File: config.mk
export PLATFORM = sky130hd
export DESIGN_NAME = ld_agen
export DESIGN_NICKNAME = d
export VERILOG_FILES = /design/src/rtl/ld_agen_pkg.sv /design/src/rtl/ld_agen_disp.sv /design/src/rtl/ld_agen_calc.sv /design/src/rtl/ld_agen_align.sv /design/src/rtl/ld_agen.sv
export SDC_FILE = /design/constraint.sdc
export NUM_CORES = 1
export LEC_CHECK = 0
export BUFFER_PORTS_ARGS = -buffer_cell sky130_fd_sc_hd__buf_4
export CAP_MARGIN = 20
export CORE_MARGIN = 2
export CORE_UTILIZATION = 45
export DETAILED_ROUTE_END_ITERATION = 8
export HOLD_SLACK_MARGIN = 0.02
export PLACE_DENSITY = 0.78
export SYNTH_ARGS = -nofsm -noshare
export SYNTH_HDL_FRONTEND = slang
export SYNTH_HIERARCHICAL = 1
export SYNTH_SLANG_ARGS = --single-unit
File: constraint.sdc
create_clock -name clk -period 3.55 [get_ports clk]
set_input_delay 0 -clock clk [delete_from_list [all_inputs] [get_ports clk]]
set_output_delay 0 -clock clk [all_outputs]
set_load 0.05 [all_outputs]
File: src/rtl/ld_agen_pkg.sv
package ld_agen_pkg;

    typedef enum logic [2:0] {
        AM_REG_IND  = 3'd0,
        AM_DISP     = 3'd1,
        AM_IDX_BASE = 3'd2,
        AM_MEM_IND  = 3'd3,
        AM_AUTO_INC = 3'd4,
        AM_AUTO_IDX = 3'd5,
        AM_SCALED   = 3'd6,
        AM_PC_REL   = 3'd7
    } amode_t;

    typedef enum logic [1:0] {
        SZ_BYTE   = 2'd0,
        SZ_HALF   = 2'd1,
        SZ_WORD   = 2'd2,
        SZ_WORD_X = 2'd3
    } asize_t;

    typedef enum logic [1:0] {
        DW_NARROW = 2'd0,
        DW_MID    = 2'd1,
        DW_FULL   = 2'd2,
        DW_FULL_X = 2'd3
    } dwidth_t;

    typedef enum logic [1:0] {
        ST_IDLE     = 2'd0,
        ST_PTR_SEND = 2'd1,
        ST_PTR_WAIT = 2'd2
    } agen_state_t;

endpackage

File: src/rtl/ld_agen_disp.sv
module ld_agen_disp
    import ld_agen_pkg::*;
#(
    parameter int ADDR_W   = 32,
    parameter int NARROW_W = 8,
    parameter int MID_W    = 16
) (
    input  logic [ADDR_W-1:0] imm_raw,
    input  logic [1:0]        width_sel,
    output logic [ADDR_W-1:0] disp_ext
);
    localparam int NUM_NARROW = 2;

    logic [ADDR_W-1:0] cand [NUM_NARROW+1];

    // one sign extender per narrow width
    for (genvar g = 0; g < NUM_NARROW; g++) begin : g_ext
        localparam int W = (g == 0) ? NARROW_W : MID_W;
        assign cand[g] = {{(ADDR_W-W){imm_raw[W-1]}}, imm_raw[W-1:0]};
    end
    assign cand[NUM_NARROW] = imm_raw;

    always_comb begin
        unique case (dwidth_t'(width_sel))
            DW_NARROW: disp_ext = cand[0];
            DW_MID:    disp_ext = cand[1];
            DW_FULL,
            DW_FULL_X: disp_ext = cand[NUM_NARROW];
            default:   disp_ext = cand[NUM_NARROW];
        endcase
    end
endmodule

File: src/rtl/ld_agen_calc.sv
module ld_agen_calc
    import ld_agen_pkg::*;
#(
    parameter int ADDR_W = 32
) (
    input  logic [2:0]        mode,
    input  logic [ADDR_W-1:0] base,
    input  logic [ADDR_W-1:0] index,
    input  logic [ADDR_W-1:0] pc,
    input  logic [ADDR_W-1:0] disp,
    input  logic [1:0]        scale_sh,
    output logic [ADDR_W-1:0] ea,
    output logic              wb_req,
    output logic [ADDR_W-1:0] wb_data,
    output logic              indirect
);
    localparam logic [ADDR_W-1:0] STEP = ADDR_W'(1);

    logic [ADDR_W-1:0] scaled_idx;
    logic [ADDR_W-1:0] base_disp;

    assign scaled_idx = index << scale_sh;
    assign base_disp  = base + disp;

    always_comb begin
        ea       = base;
        wb_req   = 1'b0;
        wb_data  = '0;
        indirect = 1'b0;
        unique case (amode_t'(mode))
            AM_REG_IND:  ea = base;
            AM_DISP:     ea = base_disp;
            AM_IDX_BASE: ea = base + index;
            AM_MEM_IND: begin
                ea       = base;
                indirect = 1'b1;
            end
            AM_AUTO_INC: begin
                ea      = base;
                wb_req  = 1'b1;
                wb_data = base + STEP;
            end
            AM_AUTO_IDX: begin
                ea      = base_disp;
                wb_req  = 1'b1;
                wb_data = base_disp;
            end
            AM_SCALED:   ea = base_disp + scaled_idx;
            AM_PC_REL:   ea = pc + disp;
            default:     ea = base;
        endcase
    end
endmodule

File: src/rtl/ld_agen_align.sv
module ld_agen_align
    import ld_agen_pkg::*;
(
    input  logic [1:0] addr_lo,
    input  logic [1:0] size,
    output logic       ok
);
    always_comb begin
        unique case (asize_t'(size))
            SZ_BYTE:   ok = 1'b1;
            SZ_HALF:   ok = ~addr_lo[0];
            SZ_WORD,
            SZ_WORD_X: ok = ~|addr_lo;
            default:   ok = ~|addr_lo;
        endcase
    end
endmodule

File: src/rtl/ld_agen.sv
module ld_agen
    import ld_agen_pkg::*;
#(
    parameter int ADDR_W   = 32,
    parameter int NARROW_W = 8,
    parameter int MID_W    = 16
) (
    input  logic              clk,
    input  logic              rst_n,
    input  logic              op_valid,
    output logic              op_ready,
    input  logic [2:0]        op_mode,
    input  logic [1:0]        op_size,
    input  logic [1:0]        disp_sel,
    input  logic [1:0]        scale_sel,
    input  logic [ADDR_W-1:0] base_val,
    input  logic [ADDR_W-1:0] index_val,
    input  logic [ADDR_W-1:0] imm_val,
    input  logic [ADDR_W-1:0] pc_val,
    output logic              ptr_req,
    output logic [ADDR_W-1:0] ptr_addr,
    input  logic              ptr_rsp_valid,
    input  logic [ADDR_W-1:0] ptr_rsp_data,
    output logic              ld_req,
    output logic [ADDR_W-1:0] ld_addr,
    output logic [1:0]        ld_size,
    output logic              wb_en,
    output logic [ADDR_W-1:0] wb_val,
    output logic              misalign
);
    localparam logic [1:0] PTR_SIZE = SZ_WORD;

    agen_state_t state_q, state_d;

    logic [ADDR_W-1:0] disp;
    logic [ADDR_W-1:0] ea;
    logic              wb_req;
    logic [ADDR_W-1:0] wb_data;
    logic              indirect;
    logic              ea_ok, base_ok, rsp_ok;
    logic              accept;

    logic [ADDR_W-1:0] ptr_addr_q;
    logic [1:0]        size_q;
    logic              ld_req_q, wb_en_q, misalign_q;
    logic [ADDR_W-1:0] ld_addr_q, wb_val_q;
    logic [1:0]        ld_size_q;

    ld_agen_disp #(
        .ADDR_W  (ADDR_W),
        .NARROW_W(NARROW_W),
        .MID_W   (MID_W)
    ) u_disp (
        .imm_raw  (imm_val),
        .width_sel(disp_sel),
        .disp_ext (disp)
    );

    ld_agen_calc #(
        .ADDR_W(ADDR_W)
    ) u_calc (
        .mode    (op_mode),
        .base    (base_val),
        .index   (index_val),
        .pc      (pc_val),
        .disp    (disp),
        .scale_sh(scale_sel),
        .ea      (ea),
        .wb_req  (wb_req),
        .wb_data (wb_data),
        .indirect(indirect)
    );

    ld_agen_align u_ea_chk (
        .addr_lo(ea[1:0]),
        .size   (op_size),
        .ok     (ea_ok)
    );

    ld_agen_align u_ptr_chk (
        .addr_lo(base_val[1:0]),
        .size   (PTR_SIZE),
        .ok     (base_ok)
    );

    ld_agen_align u_rsp_chk (
        .addr_lo(ptr_rsp_data[1:0]),
        .size   (size_q),
        .ok     (rsp_ok)
    );

    assign accept = op_valid && (state_q == ST_IDLE);

    // state register
    always_ff @(posedge clk or negedge rst_n) begin
        if (!rst_n) state_q <= ST_IDLE;
        else        state_q <= state_d;
    end

    always_comb begin
        state_d = state_q;
        unique case (state_q)
            ST_IDLE:     if (accept && indirect && base_ok) state_d = ST_PTR_SEND;
            ST_PTR_SEND: state_d = ST_PTR_WAIT;
            ST_PTR_WAIT: if (ptr_rsp_valid) state_d = ST_IDLE;
            default:     state_d = ST_IDLE;
        endcase
    end

    // outputs
    always_ff @(posedge clk or negedge rst_n) begin
        if (!rst_n) begin
            ptr_addr_q <= '0;
            size_q     <= '0;
            ld_req_q   <= 1'b0;
            ld_addr_q  <= '0;
            ld_size_q  <= '0;
            wb_en_q    <= 1'b0;
            wb_val_q   <= '0;
            misalign_q <= 1'b0;
        end else begin
            ld_req_q   <= 1'b0;
            wb_en_q    <= 1'b0;
            misalign_q <= 1'b0;
            unique case (state_q)
                ST_IDLE: begin
                    if (accept) begin
                        if (indirect) begin
                            if (base_ok) begin
                                ptr_addr_q <= base_val;
                                size_q     <= op_size;
                            end else begin
                                misalign_q <= 1'b1;
                            end
                        end else if (ea_ok) begin
                            ld_req_q  <= 1'b1;
                            ld_addr_q <= ea;
                            ld_size_q <= op_size;
                            wb_en_q   <= wb_req;
                            wb_val_q  <= wb_req ? wb_data : '0;
                        end else begin
                            misalign_q <= 1'b1;
                        end
                    end
                end
                ST_PTR_SEND: begin
                end
                ST_PTR_WAIT: begin
                    if (ptr_rsp_valid) begin
                        if (rsp_ok) begin
                            ld_req_q  <= 1'b1;
                            ld_addr_q <= ptr_rsp_data;
                            ld_size_q <= size_q;
                        end else begin
                            misalign_q <= 1'b1;
                        end
                    end
                end
                default: begin
                end
            endcase
        end
    end

    assign op_ready = (state_q == ST_IDLE);
    assign ptr_req  = (state_q == ST_PTR_SEND);
    assign ptr_addr = ptr_addr_q;
    assign ld_req   = ld_req_q;
    assign ld_addr  = ld_addr_q;
    assign ld_size  = ld_size_q;
    assign wb_en    = wb_en_q;
    assign wb_val   = wb_val_q;
    assign misalign = misalign_q;

endmodule

---- Yosys cells after proc, flatten, opt, wreduce, memory -nomap -nowiden ----
Cells that the tools add are included.
storage, ports and cells
  register bits ........................... 105
  input bits .............................. 173
  output and inout bits ................... 103
  word-level logic and storage cells ...... 108
cells by class
  add/sub/neg operators ................... 5
  eq/ne operators ......................... 24
  shifts and indexed selects .............. 1
  mux-type cells .......................... 40
  bitwise logic cells ..................... 4
  reductions and logical operators ........ 25
operators with widths
  cell                   number
  $mux 32                6
  $pmux 32 s5            1
  $add 32x32->32         4
  $pmux 32 s2            2
  $pmux 32 s3            1
  $add 32x1->32 const B  1
  $shl 32x2->32          1
  $mux 1                 17
  $reduce_or 2->1        8
  $eq 2x2->1 const B     7
  $mux 2                 7
  $eq 3x3->1 const B     4
  $eq 2x1->1 const B     4
  $logic_not 2->1        4
  $reduce_and 4->1       2
  $eq 3x2->1 const B     2
  $ne 2x1->1 const B     3
  $ne 2x2->1 const B     3
  $pmux 1 s3             2
  $pmux 2 s3             1
  $reduce_and 6->1       1
  $not 1->1              4
  $pmux 1 s2             2
  $pmux 2 s2             1
  7 further kinds        11

---- Logic depth before layout (Yosys ltp) ----
Gate-level depths: netlist of run 1.
  depth in word-level cells ............... 13
  gate-level depth with buffers ........... 28
  mapped depth without buffers ............ 25

---- Cells and area by module ----
The synthesis of run 1 kept the hierarchy.
modules (own cells, without submodules)
  module         instances  cells each  area each (µm²)  sequential area each (µm²)
  ld_agen_calc   1          1275        9076.2           0.0
  ld_agen        1          346         4466.8           2627.5
  ld_agen_disp   1          64          425.4            0.0
  ld_agen_align  3          2           12.5             0.0

---- Worst setup path after synthesis of run 1 ----
OpenSTA, ideal clock, no wires.
  kind .................................... in2reg
  start point ............................. input disp_sel[0]
  end point ............................... register ld_addr_q[28] (netlist: ld_addr[28])
  library setup time ...................... 0.125 ns
  data arrival time ....................... 5.015 ns
  data required time ...................... 3.425 ns
  path slack .............................. -1.590 ns
  stages .................................. 27
  buffers on the path ..................... 4
  path through ............................ buf_6 or3b_1 buf_6 nand2_1 ha_1 clkbuf_1 a21oi_1 nand2b_1 and4_1 and2_1 o21bai_1 a221o_1 a21oi_1 xnor2_1 ha_1 clkbuf_1 a21o_1 a21o_1 a21oi_1 o21ai_0 or3_1 o22ai_1 xnor2_1 a222oi_1 o221ai_1 mux2_2 mux2_2
between the ends
  word-level cells in the longest chain between the ends .. 10
  elaborated cells between the ends (all ways) .. 14
  those cells by class .................... 3 x add/sub; 3 x eq/ne; 6 x mux; 2 x reduce/logical
RTL lines
  item                    line                source
  start: declaration      ld_agen.sv:14       input logic [1:0] disp_sel,
  $eq 2x2->1              ld_agen_disp.sv:24  unique case (dwidth_t'(width_sel))
  $reduce_or 2->1         ld_agen_disp.sv:24
  $pmux 32 s3 *           ld_agen_disp.sv:24
  via disp[10]            ld_agen.sv:35       logic [ADDR_W-1:0] disp;
  $add 32x32->32          ld_agen_calc.sv:23  assign base_disp = base + disp;
  $add 32x32->32          ld_agen_calc.sv:48  AM_SCALED: ea = base_disp + scaled_idx;
  $pmux 32 s5 *           ld_agen_calc.sv:30  unique case (amode_t'(mode))
  via ea[28]              ld_agen.sv:36       logic [ADDR_W-1:0] ea;
  $mux 32 *               ld_agen.sv:135      end else if (ea_ok) begin
  $mux 32 *               ld_agen.sv:128      if (indirect) begin
  $mux 32 *               ld_agen.sv:127      if (accept) begin
  $pmux 32 s2 *           ld_agen.sv:125      unique case (state_q)
  end signal: assignment  ld_agen.sv:152      ld_addr_q <= ptr_rsp_data;
  end: declaration        ld_agen.sv:46       logic [ADDR_W-1:0] ld_addr_q, wb_val_q;
The timed path passes the listed nets; every way through them passes the cells marked *. The select of a mux whose other input is x is not followed.
A chain may end at the register's enable or synchronous reset.

---- Worst setup path after layout of run 1 ----
Ends and elaborated chain as after synthesis.

==> results of run 1 <==
[state kept, by name, indices dropped and copies added (netlist names)]
signal	flops
ld_addr	32
ptr_addr	32
wb_val	32
ld_size	2
size_q	2
state_q	2
ld_req	1
misalign	1
wb_en	1
[report_power, final]
| part | switching, mW | internal (mW) | total (mW) |
|---|---|---|---|
| Combinational | 3.92 | 3.04 | 6.96 |
| Sequential | 0.190 | 1.50 | 1.69 |
| Clock | 0.534 | 0.504 | 1.04 |
| Total | 4.64 | 5.04 | 9.69 |
[final cells by class]
type                       instances  area [um^2]
fill                            2428         9820
clock inverter                     6         47.5
tap                              396          495
timing repair buffer             714         5560
multi-input combinational       1439        11600
inverter                          58          218
clock buffer                      10          239
sequential                       105         2630
[cells in the final DEF, fill, tap and decap left out, types with 14 or more instances in the layout]
cell type / synthesis / final
sky130_fd_sc_hd__o22ai_1: 20 / 17
sky130_fd_sc_hd__nand4_1: 16 / 16
sky130_fd_sc_hd__dfrtp_1: 105 / 105
sky130_fd_sc_hd__o21bai_1: 20 / 18
sky130_fd_sc_hd__nor2b_1: 26 / 26
sky130_fd_sc_hd__nand2b_1: 21 / 17
sky130_fd_sc_hd__a211oi_1: 23 / 17
sky130_fd_sc_hd__buf_4: 12 / 657
sky130_fd_sc_hd__ha_1: 125 / 113
sky130_fd_sc_hd__mux2_2: 105 / 96
sky130_fd_sc_hd__nand2_1: 161 / 152
sky130_fd_sc_hd__o211ai_1: 14 / 14
sky130_fd_sc_hd__nor2_1: 93 / 87
sky130_fd_sc_hd__xor2_1: 53 / 47
sky130_fd_sc_hd__o21ai_2: 2 / 16
sky130_fd_sc_hd__a21oi_1: 122 / 99
sky130_fd_sc_hd__mux4_2: 26 / 26
sky130_fd_sc_hd__inv_1: 58 / 58
sky130_fd_sc_hd__a21o_1: 65 / 64
sky130_fd_sc_hd__o21ai_1: 17 / 16
sky130_fd_sc_hd__dlygate4sd3_1: 0 / 42
sky130_fd_sc_hd__nor3_1: 23 / 21
sky130_fd_sc_hd__nand3_1: 40 / 39
sky130_fd_sc_hd__o21a_1: 14 / 14
sky130_fd_sc_hd__mux2i_1: 38 / 36
sky130_fd_sc_hd__o21ai_0: 156 / 141
sky130_fd_sc_hd__xnor2_1: 75 / 67
sky130_fd_sc_hd__a21oi_2: 4 / 23
[timing repair]
item,4_1_cts,5_1_grt
setup buffers,22,7
resized for setup,108,51
hold buffers,42,0
setup endpoints to repair,22,23
pin swaps,59,39
endpoints found under the hold margin,77,0
[routing by layer]
layer  GRT usage [%]  wire length, um  part of all wire [%]
met5               0               16                 0.025
met4            11.8             2110                   3.3
met3            9.70             6870                    11
met2            60.5            28700                    45
met1            49.4            25800                    41
[metrics by stage]
stage / worst slack, ns / TNS [ns] / util, %
after floorplan: -1.32 / -13.79 / -
final: -1.16 / -16.44 / 67.9
after detailed placement: -1.71 / -27.99 / 62.4
after CTS: -1.07 / -13.31 / 66.9
after global routing: -1.30 / -19.46 / 67.9
after global placement: -1.62 / -26.63 / 62.4
[kinds of logic (layout without fill, tap and decap cells)]
family | Yosys count | count (layout)
buffers and inverters | 147 | 788
and+or+nand+nor | 442 | 442
muxes | 171 | 171
DFF | 105 | 105
AOI/OAI and AO/OA | 566 | 566
adders and majority gates | 129 | 129
other | 2 | 2
xor gates and xnor gates | 129 | 129
[critical path, delay by kind of cell]
kind / cells / cell delay (ns)
compound gates: 9 / 1.78
fa+ha+maj: 2 / 0.57
mux: 4 / 0.97
buf+inv: 7 / 0.94
simple gates: 1 / 0.36
xor+xnor: 2 / 0.35
[final timing paths]
path,end,cells after the start,slack (ns),startpoint
max,ld_addr[28],25,-1.16,disp_sel[0]
min,ptr_addr[2],3,0.04,base_val[2]
max reg2reg,ptr_addr[14],5,1.18,state_q[1]
min reg2reg,ptr_addr[4],1,0.50,ptr_addr[4]
max in group asynchronous,wb_val[21],3,2.54,rst_n
min in group asynchronous,ld_addr[12],2,0.10,rst_n
==> results.toml, run 1 <==
[critical_path]
timing.setup.critical_path_class = "in -> reg"
critPathCaptureType = "register"
critPathLaunchType = "input pin"
critPathSlowestCell = "sky130_fd_sc_hd__a222oi_1"
cp_data_arrival_time_ns = 4.98
timing.critical_path.mode_cell = "sky130_fd_sc_hd__buf_4"
cpPeakStageDelay_ns = 0.42
crit_required_ns = 3.82
cp_max_fo = 9

[clocking]
cts_max_path_buffers = 2
clock-root-buffer = "sky130_fd_sc_hd__clkbuf_16"
clk_sink_count = 105
tritoncts.num_buffers = 9
clock_transition_time_at_the_flip_flop_clock_pins_of_the_worst_setup_and_hold_paths_ns = 0.08
worst_skew_pair.late_latency_ns = 0.39
cts-htree-levels = 3
tritoncts = "built"

[place]
detailed_place_hpwl_mm = 49.1
place.detailed.instances = 2645
place_congestion = 1.03
numPortBuffers = 275
place_area_mm2 = 0.0191

[sta]
setup_ws_ns = -1.16
setup_repair_after_global_routing_missed_its_margin = "yes"
finalHoldViolCount = 0
timing.final.crit_period_ns = 4.71
max_freq_ghz = 0.212
worst_slew_pin_slew_ns = 1.06
whs_ns = 0.0375
timing.clock.skew_ns = 0.00853
max_slew_margin_pct = 29.5
report.final.slew_viol_count = 0
setup-violations-final = 22
min_period_over_period_pct = 133

[detailed_routing]
drt_first_pass_iters = 6
initialDrtViolationCount = 1878
drt_drc_violations_left = 0
remaining_antenna_violation_count = 0
routed_wirelength_mm = 63.5
num_vias = 16800
wl_per_cell_um = 23.3
viasPerCell = 6.16

[global_routing]
grt_first_pass_wirelength_mm = 95.2
grt.total_usage_pct = 37.6
maximum_number_of_pins_on_one_net_before_global_route_repair = 39
grt_pass1_vias = 16700
antenna_found_initial = 1
globalRoute.totalOverflow = 0

[logic_synthesis]
synth-seq-area-share_pct = 18.8
netlist_area_mm2 = 0.0140
synthArstFlopShare_pct = 100
synthXorXnorAreaFrac_pct = 8.12
synth-edff-count = 0
yosys_warnings = 6
synth_top_area_share_pct = 18.8
synth_compound_area_share_pct = 26.3
synthFlopType = "sky130_fd_sc_hd__dfrtp_1"
post-synth-top-area-cell = "sky130_fd_sc_hd__dfrtp_1"
synthesis.nets = 1993
synth-seq-cells = 105
synthTopCellsByCount = "sky130_fd_sc_hd__nand2_1, sky130_fd_sc_hd__o21ai_0, sky130_fd_sc_hd__ha_1"
synth_top_family_by_area = "compound AO/OA/AOI/OAI gates"
synth_area_leaders = "sky130_fd_sc_hd__dfrtp_1, sky130_fd_sc_hd__ha_1, sky130_fd_sc_hd__mux2_2"
synthesis.area_per_instance_um2 = 8.28
synthesized_area_fraction_occupied_by_and_or_nand_nor_cells_pct = 14.9
synth.area.mux_share_pct = 15.6
synth-adder-area-share_pct = 11.7
library_cells_used_by_synthesis = 89
synthMostInstantiatedCell = "sky130_fd_sc_hd__nand2_1"
post_synth_inst_count = 1691

[cells_and_area]
drive_above_1_share_pct = 41.8
stdcell_count = 2728
antenna-diode-count = 0
synthToLayoutAreaGrowth_pct = 48.3
fin_nets = 2629
stdcell_area_mm2 = 0.0208

[pwr]
vdd_drop_max_uv = 557
pwr_density_cell_mw_per_mm2 = 466
static_leak_nw = 9.76
fin_total_pwr_mw = 9.69

[min_path]
worstHoldPathType = "in -> reg"

[status]
violations = "setup timing"
outcome = "finished with violations"

[die]
initial_core_util_pct = 45.8
floorplan.die_area_mm2 = 0.0326
design.portCount = 276
die_y_um = 180
floorplan_die_width_um = 180
rows = 64
core_area_mm2 = 0.0306

[flow_run]
drv.max_cap_violation_count = 0
No activity file was read; power rests on OpenSTA's default activity.
==> inputs of run 2 (changes only) <==
==> constraint.sdc (replaced) <==
create_clock -name clk -period 5.45 [get_ports clk]
set_input_delay 0 -clock clk [delete_from_list [all_inputs] [get_ports clk]]
set_output_delay 0 -clock clk [all_outputs]
set_load 0.05 [all_outputs]
==> run 2 against run 1 <==
The run now ends clean; via count shrank 13%; clock power down 33%; clock skew barely moved; routed wire length fell by 17%; critical path depth stayed put; register-to-register slack improved by 1.8 ns; core utilization is 11 points lower; sequential share of layout area rose by 2.5 points; largest cell class unchanged.
==> results.toml, run 2 (synthesis gave the netlist of run 1 again) <==
[status]
outcome = "complete, no violations"

[detailed_routing]
uppermost_routed_layer = "met5"
num_vias = 14700
detailroute.wirelength.met3_mm = 3.27
drt_first_pass_iters = 5
wl_per_cell_um = 22.3
drt_drc_violations_left = 0
initialDrtViolationCount = 1181
viasPerCell = 6.16
met2WireLength_mm = 25.9
routed_wirelength_mm = 53.0
wl_met1_mm = 20.9
remaining_antenna_violation_count = 0

[flow_run]
drv.max_cap_violation_count = 0

[sta]
timing.final.crit_period_ns = 5.34
setup_ws_ns = 0.108
max_freq_ghz = 0.187
worst_slew_pin_slew_ns = 1.09
max_slew_margin_pct = 27.5
setup_repair_after_global_routing_missed_its_margin = "yes"
min_period_over_period_pct = 98.0
setup-violations-final = 0
timing.clock.skew_ns = 0.00810
report.final.slew_viol_count = 0
finalHoldViolCount = 0

[clocking]
tritoncts = "built"
tritoncts.num_buffers = 9
clock-root-buffer = "sky130_fd_sc_hd__clkbuf_16"
cts-htree-levels = 3
clock_transition_time_at_the_flip_flop_clock_pins_of_the_worst_setup_and_hold_paths_ns = 0.07
clk_sink_count = 105
cts_max_path_buffers = 2
worst_skew_pair.late_latency_ns = 0.38

[cells_and_area]
multi_input_combinational_cell_area_mm2 = 0.0108
most_frequent_cells_in_the_layout = "sky130_fd_sc_hd__buf_4, sky130_fd_sc_hd__nand2_1, sky130_fd_sc_hd__o21ai_0"
layout_commonest_cell = "sky130_fd_sc_hd__buf_4"
synthToLayoutAreaGrowth_pct = 24.2
antenna-diode-count = 0
drive_above_1_share_pct = 24.5
fin_nets = 2282
fillers = 2748
stdcell_area_mm2 = 0.0174
sequential_cell_area_mm2 = 0.00263

[die]
initial_core_util_pct = 45.8
floorplan_die_width_um = 180
floorplan.die_area_mm2 = 0.0326
die_y_um = 180
design.portCount = 276
core_area_mm2 = 0.0306
rows = 64

[pwr]
static_leak_nw = 7.85
pwr_density_cell_mw_per_mm2 = 305
vdd_drop_max_uv = 239

[place]
post-place-ws_ns = 0.0628
numPortBuffers = 275
detailed_place_hpwl_mm = 41.3
place_area_mm2 = 0.0163
place_congestion = 0.954

[critical_path]
critPathLaunchType = "input pin"
rr_startpoint = "state_q[0]"
crit_required_ns = 5.71
timing.setup.critical_path_class = "in -> reg"
critical_path.reg2reg.endpoint = "ld_addr[25]"
critPathCaptureType = "register"
ff2ff_setup_slack_ns = 2.95
reg2reg_depth = 4
cp_max_fo = 11
cp_data_arrival_time_ns = 5.60

[min_path]
worstHoldPathType = "in -> async"

[global_routing]
grt.total_usage_pct = 31.5
globalRoute.totalOverflow = 0
grt_pass1_vias = 14300
antenna_found_initial = 1
grt_first_pass_wirelength_mm = 80.3
maximum_number_of_pins_on_one_net_before_global_route_repair = 63
run 2: changes by cell type in the layout (fill, tap and decap cells not counted), sizes merged:
cell         change
buf            -374
bufinv           +1
clkinv           -1
clkinvlp         +1
dlygate4sd3     +27
inv              -1
run 2: per-layer routing:
metal	global-route usage, %	vias to the layer above
met5	0	-
met4	15.3	2
met3	5.15	151
met2	55.5	618
met1	37.2	7027
li1	-	6865
run 2: worst max-delay path, stage by stage:
cell                            delay (ns)
sky130_fd_sc_hd__dlygate4sd3_1        0.54
sky130_fd_sc_hd__buf_4                0.18
sky130_fd_sc_hd__ha_1                 0.23
sky130_fd_sc_hd__fa_1                 0.41
sky130_fd_sc_hd__a21o_1               0.24
sky130_fd_sc_hd__a31o_1               0.27
sky130_fd_sc_hd__and3_1               0.16
sky130_fd_sc_hd__o21ai_2              0.17
sky130_fd_sc_hd__a31oi_2              0.16
sky130_fd_sc_hd__a31o_4               0.29
sky130_fd_sc_hd__a2111oi_2            0.31
sky130_fd_sc_hd__nor3_1               0.14
sky130_fd_sc_hd__xnor2_2              0.25
sky130_fd_sc_hd__inv_1                0.08
sky130_fd_sc_hd__ha_1                 0.37
sky130_fd_sc_hd__a21o_1               0.21
sky130_fd_sc_hd__o21bai_1             0.16
sky130_fd_sc_hd__a21oi_1              0.18
sky130_fd_sc_hd__nand2_1              0.09
sky130_fd_sc_hd__o311ai_2             0.24
sky130_fd_sc_hd__o21ai_0              0.15
sky130_fd_sc_hd__nand2_1              0.12
sky130_fd_sc_hd__nand4b_1             0.10
sky130_fd_sc_hd__mux2_2               0.28
sky130_fd_sc_hd__mux2_2               0.27
run 2: cell type report:
| class | instances | share of cell area, % |
|---|---|---|
| Clock buffer | 10 | 1.32 |
| Clock inverter | 6 | 0.439 |
| Inverter | 58 | 1.25 |
| Multi-Input combinational cell | 1439 | 62.0 |
| Sequential cell | 105 | 15.1 |
| Tap cell | 396 | 2.85 |
| Timing Repair Buffer | 367 | 17.0 |
run 2: how the worst max path moves through the flow:
stage                   to  slack, ns         from  depth (start not counted)
2_1_floorplan  ld_addr[28]       0.31  disp_sel[0]                         27
3_3_place_gp   ld_addr[28]       0.16  disp_sel[0]                         23
3_5_place_dp   ld_addr[31]       0.06  disp_sel[0]                         25
4_1_cts        ld_addr[31]       0.07  base_val[0]                         25
5_1_grt        ld_addr[31]      -0.07  base_val[0]                         25
6_report       ld_addr[31]       0.11  base_val[0]                         25
run 2: report_power, final:
| part | switching [mW] | leakage (nW) | internal [mW] |
|---|---|---|---|
| sequential | 0.118 | 1.33 | 0.977 |
| combinational | 2.16 | 6.38 | 1.35 |
| clock | 0.335 | 0.143 | 0.364 |
run 2: through the flow:
stage	cells	setup TNS, ns	util (%)	total power, mW	hold WS, ns
detailed placement	2294	0	53.3	4.49	0.0651
global route	2381	-0.112	56.9	5.58	0.242
finish	2381	0	56.9	5.31	0.202
global placement	2294	0	53.3	4.45	0.0519
CTS	2379	0	56.6	5.25	0.201
floorplan	1691	0	-	3.47	-0.296
run 2: what timing repair did:
action / in CTS / in global routing
gates resized for setup: 0 / 12
hold buffers: 69 / 0
endpoints found under the setup margin: 0 / 7
buffers inserted: 0 / 0
endpoints found under the hold margin: 114 / 0
